File: config.mk
export PLATFORM = sky130hd
export DESIGN_NAME = sram_strobe_ctrl
export DESIGN_NICKNAME = d
export VERILOG_FILES = /design/src/rtl/sram_ctl_pkg.sv /design/src/rtl/sram_phase_timer.sv /design/src/rtl/sram_boot_hold.sv /design/src/rtl/sram_strobe_ctrl.sv
export SDC_FILE = /design/constraint.sdc
export NUM_CORES = 1
export LEC_CHECK = 0
export ABC_CLOCK_PERIOD_IN_PS = 2800
export BUFFER_PORTS_ARGS = -buffer_cell sky130_fd_sc_hd__buf_2
export CORE_UTILIZATION = 55
export CTS_CLUSTER_SIZE = 14
export DETAILED_ROUTE_END_ITERATION = 10
export GPL_TIMING_DRIVEN = 0
export MAX_ROUTING_LAYER = met4
export PLACE_DENSITY = 0.87
export SLEW_MARGIN = 0
export SYNTH_ARGS = -nofsm -noshare
export SYNTH_HDL_FRONTEND = slang
export SYNTH_SLANG_ARGS = --single-unit
File: constraint.sdc
create_clock -name clk -period 2.8 [get_ports clk]
set_input_delay 0.14 -clock clk [delete_from_list [all_inputs] [get_ports clk]]
set_output_delay 0.14 -clock clk [all_outputs]
set_load 0.1 [all_outputs]
File: src/rtl/sram_ctl_pkg.sv
package sram_ctl_pkg;

    typedef enum logic [2:0] {
        ST_IDLE,
        ST_RD_SETUP,
        ST_RD_WAIT,
        ST_RD_CAPTURE,
        ST_WR_SETUP,
        ST_WR_PULSE,
        ST_WR_RECOVER,
        ST_TURNAROUND
    } ctl_state_e;

    // Nanoseconds to whole clock cycles, rounding up.
    function automatic int unsigned ns_to_cyc(input int unsigned ns, input int unsigned clk_ns);
        return (ns + clk_ns - 1) / clk_ns;
    endfunction

    function automatic int unsigned umax(input int unsigned a, input int unsigned b);
        return (a > b) ? a : b;
    endfunction

    // a - b, floored at zero.
    function automatic int unsigned usub(input int unsigned a, input int unsigned b);
        return (a > b) ? a - b : 0;
    endfunction

endpackage

File: src/rtl/sram_phase_timer.sv
module sram_phase_timer #(
    parameter int unsigned W = 4
) (
    input  logic         clk,
    input  logic         rst_n,
    input  logic         load,
    input  logic [W-1:0] load_val,
    output logic         expired
);
    logic [W-1:0] cnt_q;

    always_ff @(posedge clk or negedge rst_n) begin
        if (!rst_n) begin
            cnt_q <= '0;
        end else if (load) begin
            cnt_q <= load_val;
        end else if (cnt_q != '0) begin
            cnt_q <= cnt_q - W'(1);
        end
    end

    assign expired = (cnt_q == '0);
endmodule

File: src/rtl/sram_boot_hold.sv
module sram_boot_hold #(
    parameter int unsigned HOLD_CYC = 16
) (
    input  logic clk,
    input  logic rst_n,
    output logic done
);
    localparam int unsigned BW = $clog2(HOLD_CYC + 1);

    logic [BW-1:0] left_q;

    always_ff @(posedge clk or negedge rst_n) begin
        if (!rst_n) begin
            left_q <= BW'(HOLD_CYC);
        end else if (left_q != '0) begin
            left_q <= left_q - BW'(1);
        end
    end

    assign done = (left_q == '0);
endmodule

File: src/rtl/sram_strobe_ctrl.sv
module sram_strobe_ctrl
    import sram_ctl_pkg::*;
#(
    parameter int unsigned ADDR_W    = 21,
    parameter int unsigned DATA_W    = 8,
    parameter int unsigned CLK_NS    = 8,
    parameter int unsigned T_RC_NS   = 70,
    parameter int unsigned T_AA_NS   = 70,
    parameter int unsigned T_ACE_NS  = 70,
    parameter int unsigned T_DOE_NS  = 35,
    parameter int unsigned T_WC_NS   = 70,
    parameter int unsigned T_PWE_NS  = 45,
    parameter int unsigned T_SCE_NS  = 60,
    parameter int unsigned T_AW_NS   = 60,
    parameter int unsigned T_SD_NS   = 30,
    parameter int unsigned T_HZ_NS   = 25,
    parameter int unsigned T_BOOT_NS = 100000
) (
    input  logic              clk,
    input  logic              rst_n,
    input  logic              req_valid,
    output logic              req_ready,
    input  logic              req_write,
    input  logic [ADDR_W-1:0] req_addr,
    input  logic [DATA_W-1:0] req_wdata,
    output logic              rsp_valid,
    output logic [DATA_W-1:0] rsp_rdata,
    output logic [ADDR_W-1:0] mem_addr,
    output logic              mem_sel_n,
    output logic              mem_sel,
    output logic              mem_oe_n,
    output logic              mem_we_n,
    output logic [DATA_W-1:0] mem_dq_out,
    output logic              mem_dq_oe,
    input  logic [DATA_W-1:0] mem_dq_in
);
    // Cycle counts derived from the nanosecond limits.
    localparam int unsigned RD_CYC = umax(2, umax(umax(ns_to_cyc(T_RC_NS, CLK_NS), ns_to_cyc(T_AA_NS, CLK_NS)),
                                                  umax(ns_to_cyc(T_ACE_NS, CLK_NS), ns_to_cyc(T_DOE_NS, CLK_NS))));
    localparam int unsigned WC_CYC = ns_to_cyc(T_WC_NS, CLK_NS);
    localparam int unsigned PW_CYC = umax(1, umax(umax(ns_to_cyc(T_PWE_NS, CLK_NS), ns_to_cyc(T_SD_NS, CLK_NS)),
                                                  umax(usub(ns_to_cyc(T_SCE_NS, CLK_NS), 1),
                                                       usub(ns_to_cyc(T_AW_NS, CLK_NS), 1))));
    localparam int unsigned REC_CYC  = umax(1, usub(WC_CYC, 1 + PW_CYC));
    localparam int unsigned HZ_CYC   = umax(1, ns_to_cyc(T_HZ_NS, CLK_NS));
    localparam int unsigned BOOT_CYC = umax(1, ns_to_cyc(T_BOOT_NS, CLK_NS));
    localparam int unsigned TMR_MAX  = umax(umax(RD_CYC, PW_CYC), umax(REC_CYC, HZ_CYC));
    localparam int unsigned TMR_W    = $clog2(TMR_MAX + 1);

    ctl_state_e state_q, state_d;

    logic              boot_done;
    logic              ph_load, ph_expired;
    logic [TMR_W-1:0]  ph_val;
    logic              bus_load, bus_idle;
    logic              accept;
    logic [ADDR_W-1:0] addr_q;
    logic [DATA_W-1:0] wdata_q;
    logic [DATA_W-1:0] rdata_q;

    sram_boot_hold #(.HOLD_CYC(BOOT_CYC)) u_boot (
        .clk   (clk),
        .rst_n (rst_n),
        .done  (boot_done)
    );

    // Times the phases of the current access.
    sram_phase_timer #(.W(TMR_W)) u_phase (
        .clk      (clk),
        .rst_n    (rst_n),
        .load     (ph_load),
        .load_val (ph_val),
        .expired  (ph_expired)
    );

    // Times the memory's release of the data pins after a read.
    sram_phase_timer #(.W(TMR_W)) u_bus (
        .clk      (clk),
        .rst_n    (rst_n),
        .load     (bus_load),
        .load_val (TMR_W'(HZ_CYC)),
        .expired  (bus_idle)
    );

    assign accept = req_valid && req_ready;

    // State register.
    always_ff @(posedge clk or negedge rst_n) begin
        if (!rst_n) begin
            state_q <= ST_IDLE;
        end else begin
            state_q <= state_d;
        end
    end

    // Next state and timer loads.
    always_comb begin
        state_d  = state_q;
        ph_load  = 1'b0;
        ph_val   = '0;
        bus_load = 1'b0;
        unique case (state_q)
            ST_IDLE: begin
                if (accept) begin
                    if (!req_write)    state_d = ST_RD_SETUP;
                    else if (bus_idle) state_d = ST_WR_SETUP;
                    else               state_d = ST_TURNAROUND;
                end
            end
            ST_RD_SETUP: begin
                state_d = ST_RD_WAIT;
                ph_load = 1'b1;
                ph_val  = TMR_W'(RD_CYC - 2);
            end
            ST_RD_WAIT: begin
                if (ph_expired) begin
                    state_d  = ST_RD_CAPTURE;
                    bus_load = 1'b1;
                end
            end
            ST_RD_CAPTURE: begin
                state_d = ST_IDLE;
            end
            ST_TURNAROUND: begin
                if (bus_idle) state_d = ST_WR_SETUP;
            end
            ST_WR_SETUP: begin
                state_d = ST_WR_PULSE;
                ph_load = 1'b1;
                ph_val  = TMR_W'(PW_CYC - 1);
            end
            ST_WR_PULSE: begin
                if (ph_expired) begin
                    state_d = ST_WR_RECOVER;
                    ph_load = 1'b1;
                    ph_val  = TMR_W'(REC_CYC - 1);
                end
            end
            ST_WR_RECOVER: begin
                if (ph_expired) state_d = ST_IDLE;
            end
            default: state_d = ST_IDLE;
        endcase
    end

    // Request capture and read sampling.
    always_ff @(posedge clk or negedge rst_n) begin
        if (!rst_n) begin
            addr_q  <= '0;
            wdata_q <= '0;
            rdata_q <= '0;
        end else begin
            if (accept) begin
                addr_q  <= req_addr;
                wdata_q <= req_wdata;
            end
            if (state_q == ST_RD_WAIT && ph_expired) begin
                rdata_q <= mem_dq_in;
            end
        end
    end

    // Outputs decoded from the state.
    always_comb begin
        mem_sel_n = 1'b1;
        mem_sel   = 1'b0;
        mem_oe_n  = 1'b1;
        mem_we_n  = 1'b1;
        mem_dq_oe = 1'b0;
        rsp_valid = 1'b0;
        req_ready = 1'b0;
        unique case (state_q)
            ST_IDLE: begin
                req_ready = boot_done;
            end
            ST_RD_SETUP, ST_RD_WAIT: begin
                mem_sel_n = 1'b0;
                mem_sel   = 1'b1;
                mem_oe_n  = 1'b0;
            end
            ST_RD_CAPTURE: begin
                rsp_valid = 1'b1;
            end
            ST_WR_SETUP, ST_WR_RECOVER: begin
                mem_sel_n = 1'b0;
                mem_sel   = 1'b1;
                mem_dq_oe = 1'b1;
            end
            ST_WR_PULSE: begin
                mem_sel_n = 1'b0;
                mem_sel   = 1'b1;
                mem_we_n  = 1'b0;
                mem_dq_oe = 1'b1;
            end
            ST_TURNAROUND: begin
            end
            default: begin
            end
        endcase
    end

    assign mem_addr   = addr_q;
    assign mem_dq_out = wdata_q;
    assign rsp_rdata  = rdata_q;

    // ---------------- assertions ----------------
    logic [TMR_W:0] we_low_cnt;
    always_ff @(posedge clk or negedge rst_n) begin
        if (!rst_n)         we_low_cnt <= '0;
        else if (!mem_we_n) we_low_cnt <= we_low_cnt + 1'b1;
        else                we_low_cnt <= '0;
    end

    // write strobe low for exactly the computed pulse length
    a_r5_we_width: assert property (@(posedge clk) disable iff (!rst_n)
        $rose(mem_we_n) |-> (we_low_cnt == (TMR_W+1)'(PW_CYC)));

    // write ends on the write strobe, both selects still active
    a_r6_we_ends_selected: assert property (@(posedge clk) disable iff (!rst_n)
        $rose(mem_we_n) |-> (!mem_sel_n && mem_sel));

    // drive starts only after the release interval has run out
    a_r7_drive_after_release: assert property (@(posedge clk) disable iff (!rst_n)
        $rose(mem_dq_oe) |-> bus_idle);

    // no drive while the memory output is enabled
    a_r8_no_bus_fight: assert property (@(posedge clk) disable iff (!rst_n)
        mem_dq_oe |-> mem_oe_n);

    // ready only after the hold-off, with the memory deselected
    a_r2_ready_after_boot: assert property (@(posedge clk) disable iff (!rst_n)
        req_ready |-> (boot_done && mem_sel_n && !mem_sel && mem_oe_n && mem_we_n && !mem_dq_oe));

    // response is a single-clock pulse
    a_r4_rsp_single: assert property (@(posedge clk) disable iff (!rst_n)
        rsp_valid |=> !rsp_valid);

    // address stable while selected, data stable while driven
    a_r10_addr_stable: assert property (@(posedge clk) disable iff (!rst_n)
        (!mem_sel_n && !$past(mem_sel_n)) |-> $stable(mem_addr));

    a_r10_data_stable: assert property (@(posedge clk) disable iff (!rst_n)
        (mem_dq_oe && $past(mem_dq_oe)) |-> $stable(mem_dq_out));

endmodule

# Word level (Yosys, flattened, before mapping)
# Cells that the tools add are included.
word_totals:
  register_bits: 62
  in_bits: 41
  output_inout_bits: 44
  word_cells: 61
op_classes:
  n_addsub: 3
  n_eq_ne: 12
  n_mux: 23
  n_reduce_logical: 16
ops:
  columns: ["operator", "count"]
  rows:
  - ["$pmux W3 S8", 1]
  - ["$mux W3", 6]
  - ["$mux W4", 4]
  - ["$logic_not A14 Y1", 1]
  - ["$reduce_bool A14 Y1", 1]
  - ["$sub A14 B1 Y14 const B", 1]
  - ["$eq A3 B3 Y1 const B", 4]
  - ["$ne A2 B2 Y1 const B", 5]
  - ["$mux W1", 9]
  - ["$logic_not A4 Y1", 2]
  - ["$reduce_bool A4 Y1", 2]
  - ["$sub A4 B1 Y4 const B", 2]
  - ["$eq A3 B2 Y1 const B", 2]
  - ["$pmux W3 S2", 1]
  - ["$reduce_and A5 Y1", 1]
  - ["$reduce_or A5 Y1", 1]
  - ["$reduce_bool A2 Y1", 2]
  - ["$reduce_or A2 Y1", 2]
  - ["$eq A3 B1 Y1 const B", 1]
  - ["$logic_not A3 Y1", 1]
  - ["$reduce_or A3 Y1", 1]
  - ["$logic_and A1 B1 Y1", 2]
  - ["$mux W2", 1]
  - ["$pmux W1 S2", 1]

# Logic depth before layout (Yosys ltp)
depth:
  depth_word: 5
  depth_mapped: 8

# Cells and area by module
# From an unflattened synthesis, not the netlist that was laid out.
unflattened:
  hier_cells: 227
  hier_area_um2: 2965.3
modules_own_cells:
  columns: ["module", "instances", "cells_each", "area_each_um2"]
  rows:
  - ["sram_strobe_ctrl", 1, 123, 1784.2]
  - ["sram_boot_hold", 1, 60, 713.2]
  - ["sram_phase_timer", 2, 22, 234.0]

# Least setup slack after synthesis
# No wires, ideal clock.
synth_path:
  path_type: "register to output"
  start: "register state_q[0]"
  end: "output port mem_sel_n"
  arrival_ns: 3.287
  required_time_ns: 2.660
  setup_slack_ns: -0.627
  stages_incl_launch_ff: 5
  n_path_buf: 1
  cell_sequence: "dfrtp_1 clkbuf_1 nor3_1 a21oi_1 inv_1"
synth_between:
  elab_chain_len: 3
  elab_cells_between_ends: 7
  cone_classes: "5 x eq/ne; 1 x mux; 1 x reduce/logical"
synth_lines:
  columns: ["item", "line", "rtl"]
  rows:
  - ["from (decl)", "sram_strobe_ctrl.sv:50", "ctl_state_e state_q, state_d;"]
  - ["from (signal assigned)", "sram_strobe_ctrl.sv:92", "state_q <= state_d;"]
  - ["$eq A3 B2 Y1, or another cell as far along", "sram_strobe_ctrl.sv:172", "unique case (state_q)"]
  - ["$reduce_or A5 Y1 (no source line) (*)", null, null]
  - ["$mux W1 (*)", "sram_strobe_ctrl.sv:172", null]
  - ["to (decl)", "sram_strobe_ctrl.sv:29", "output logic mem_sel_n,"]
# Mark *: on every way between the ends. The rest lies on a longest branch, timed or not.

# Final worst setup path
layout_path:
  start: "register u_boot.left_q[0]"
  end: "output port req_ready"
layout_between:
  elab_chain_len: 2
layout_lines:
  columns: ["item", "line", "rtl"]
  rows:
  - ["from (decl)", "sram_boot_hold.sv:10", "logic [BW-1:0] left_q;"]
  - ["from (signal assigned)", "sram_boot_hold.sv:14", "left_q <= BW'(HOLD_CYC);"]
  - ["from (signal assigned)", "sram_boot_hold.sv:16", "left_q <= left_q - BW'(1);"]
  - ["$logic_not A14 Y1", "sram_boot_hold.sv:20", "assign done = (left_q == '0);"]
  - ["$mux W1", "sram_strobe_ctrl.sv:172", null]
  - ["to (decl)", "sram_strobe_ctrl.sv:22", "output logic req_ready,"]
# No other way between the ends.

==> results.toml <==
[cts]
post-cts-setup-buffers = 0
cts_max_level = 3
cts_made_buffers = 9
cts.sinks = 62
insertion_delay_ns = 0.33
clock_path_buffers = 2
cts_resized = 0
cts_root_buf = "clkbuf_8"
clk_pin_slew_worst_paths_ns = 0.07
cts_tree = "yes"
hold_buffers = 8

[logic_synthesis]
synth-seq-area-share_pct = 54.6
postSynthAreaPerCell_um2 = 11.6
synth_nets = 291
synth_cell_types = 46
synth_flop_cell = "dfrtp_1"
synth_warnings = 0
synth_edf_count = 0
syn_inst = 245
ys_ff_latch = 62
synth_area_mm2 = 0.00285
async_reset_ff_share_pct = 100

[placement]
place.port_buffers = 84
place_congestion = 0.874
dpl.hpwl_mm = 4.18

[drt]
wl_per_cell_um = 14.3
postRouteAntennaNets = 0
via_per_inst = 5.18
dr.pass1.iters = 4
drc = 0
maxUsedRoutingLayer = "met4"
initialDrtViolationCount = 102
route.met2.wl_mm = 3.11
totalWireLength_mm = 6.01
num_vias = 2180
m1WireLength_mm = 2.46
wl_met3_um = 343

[worst_setup_path]
start_kind = "flop"
arrival_ns = 2.28
crit_required_ns = 2.66
critPathMaxFanout = 6
crit_type = "reg -> out"
end_kind = "output port"

[timing]
fin_setup_tns_ns = 0
min_period_ns = 2.42
max_slew_margin_pct = 49.9
skew_ns = 0.0101
setup_viol = 0
final_hold_viol_count = 0
period_share_pct = 86.6
tightest_slew_ns = 0.752
slew_violations = 0
holdWs_ns = 0.0411
rsz0062_at_grt = "no"
fmax_mhz = 413

[power_and_ir_drop]
powerDensity_mw_per_mm2 = 1210
ir_drop_v = 0.000759
p_leak_uw = 0.00179

[die]
die_area_mm2 = 0.00548
core-area_mm2 = 0.00485
die_x_um = 74.0
num_io_pins = 85
start_util_pct = 58.9
rows = 25
fp.dieH_um = 74.0

[global_routing]
grt.total_usage_pct = 23.5
grt_max_degree = 63
grt_pass1_vias = 2074
grt_overflow = 0
grt_pass1_wl_mm = 9.27
antenna_found_initial = 0

[final_layout]
antenna_cells = 0
layout_common_cells = "buf_2 (84), dfrtp_1 (56), nand2_1 (39)"
layout-drive-gt1-share_pct = 41.5
ff_latch_area_mm2 = 0.00156
area_growth_pct = 27.9
final_common_cell = "buf_2"
fillers = 321
nNetsFinal = 395
multi_input_area_mm2 = 0.00120

[worst_hold_path]
hold_path_class = "in -> reg"

[status]
status = "completed"

[job]
drv_cap = 0
-- where the power goes --
group	internal, uW	switching, uW
sequential	1140	157
combinational	492	1870
clock	419	321
-- per-layer routing --
layer,GRT usage [%],vias up
met5,-,-
met1,26.0,1031
met2,40.7,87
li1,-,1050
met4,11.1,0
met3,4.61,12
-- path summary, 6_finish.rpt --
| path | from | to | slack, ns | cells after the start |
|---|---|---|---|---|
| worst max-delay path | u_boot.left_q[0] | req_ready | 0.38 | 6 |
| worst min-delay path | req_wdata[6] | mem_dq_out[6] | 0.04 | 2 |
| worst max register to register | u_boot.left_q[0] | mem_addr[5] | 0.60 | 8 |
| worst min register to register | rsp_rdata[1] | rsp_rdata[1] | 0.48 | 2 |
| max in group asynchronous | rst_n | mem_addr[14] | 1.89 | 2 |
| min in group asynchronous | rst_n | mem_addr[18] | 0.42 | 2 |
-- cell type report --
cell class / instances / area share, %
buffer: 8 / 1.61
clock buffer: 14 / 5.00
clock inverter: 2 / 0.377
inverter: 11 / 1.13
multi-input combinational: 164 / 32.8
sequential: 62 / 42.7
tap: 67 / 2.30
timing repair buffer: 93 / 14.1
-- sequential cells by signal, indices dropped and copies added, names as in the netlist --
name / flops
mem_addr: 21
mem_dq_out: 8
rsp_rdata: 8
state_q: 3
u_boot.left_q: 14
u_bus.cnt_q: 4
u_phase.cnt_q: 4
-- kinds of logic (layout without fill, tap and decap cells) --
| group | count (synthesis) | after routing | synth area share (%) |
|---|---|---|---|
| xor gates and xnor gates | 12 | 12 | 3.68 |
| AOI/OAI and AO/OA | 25 | 25 | 5.92 |
| buffers and inverters | 19 | 128 | 3.51 |
| muxes | 32 | 32 | 13.9 |
| and+or+nand+nor | 90 | 90 | 16.2 |
| DFF | 62 | 62 | 54.6 |
| adders and majority gates | 5 | 5 | 2.19 |
-- through the flow --
step                power (uW)  std cells  worst slack [ns]  utilization, %  cell area, um^2
floorplan                 3280        245             0.175               -             2860
global placement          3610        396             0.648            69.3             3360
detailed placement        3670        396             0.604            69.3             3360
CTS                       4430        420             0.326            75.0             3640
global route              4600        421             0.162            75.3             3650
finish                    4410        421             0.376            75.3             3650
-- Yosys cell counts, types with 2 or more instances --
cell type	count	area, um^2
o21ai_0	5	25.0
nand2_1	39	146
xnor2_1	11	96.3
nor2b_1	3	18.8
mux2_2	21	236
mux2_4	10	150
nand3_1	8	40.0
ha_1	5	62.6
or3_1	2	12.5
dfstp_2	6	158
inv_1	10	37.5
nor3_1	7	35.0
nand4_1	2	12.5
o221ai_1	2	17.5
a21oi_1	7	35.0
clkbuf_1	4	15.0
o41ai_1	2	17.5
nor3b_1	3	22.5
nor2_1	16	60.1
dfrtp_1	56	1400
-- worst max-delay path, cell delays in order, from the launching register on --
cell     delay [ns]
dfrtp_1        0.38
inv_1          0.12
ha_1           0.19
nor4b_4        0.33
nand4_1        0.31
nor2_1         0.18
buf_2          0.44
Note: power is estimated with default switching activity, not from simulation.
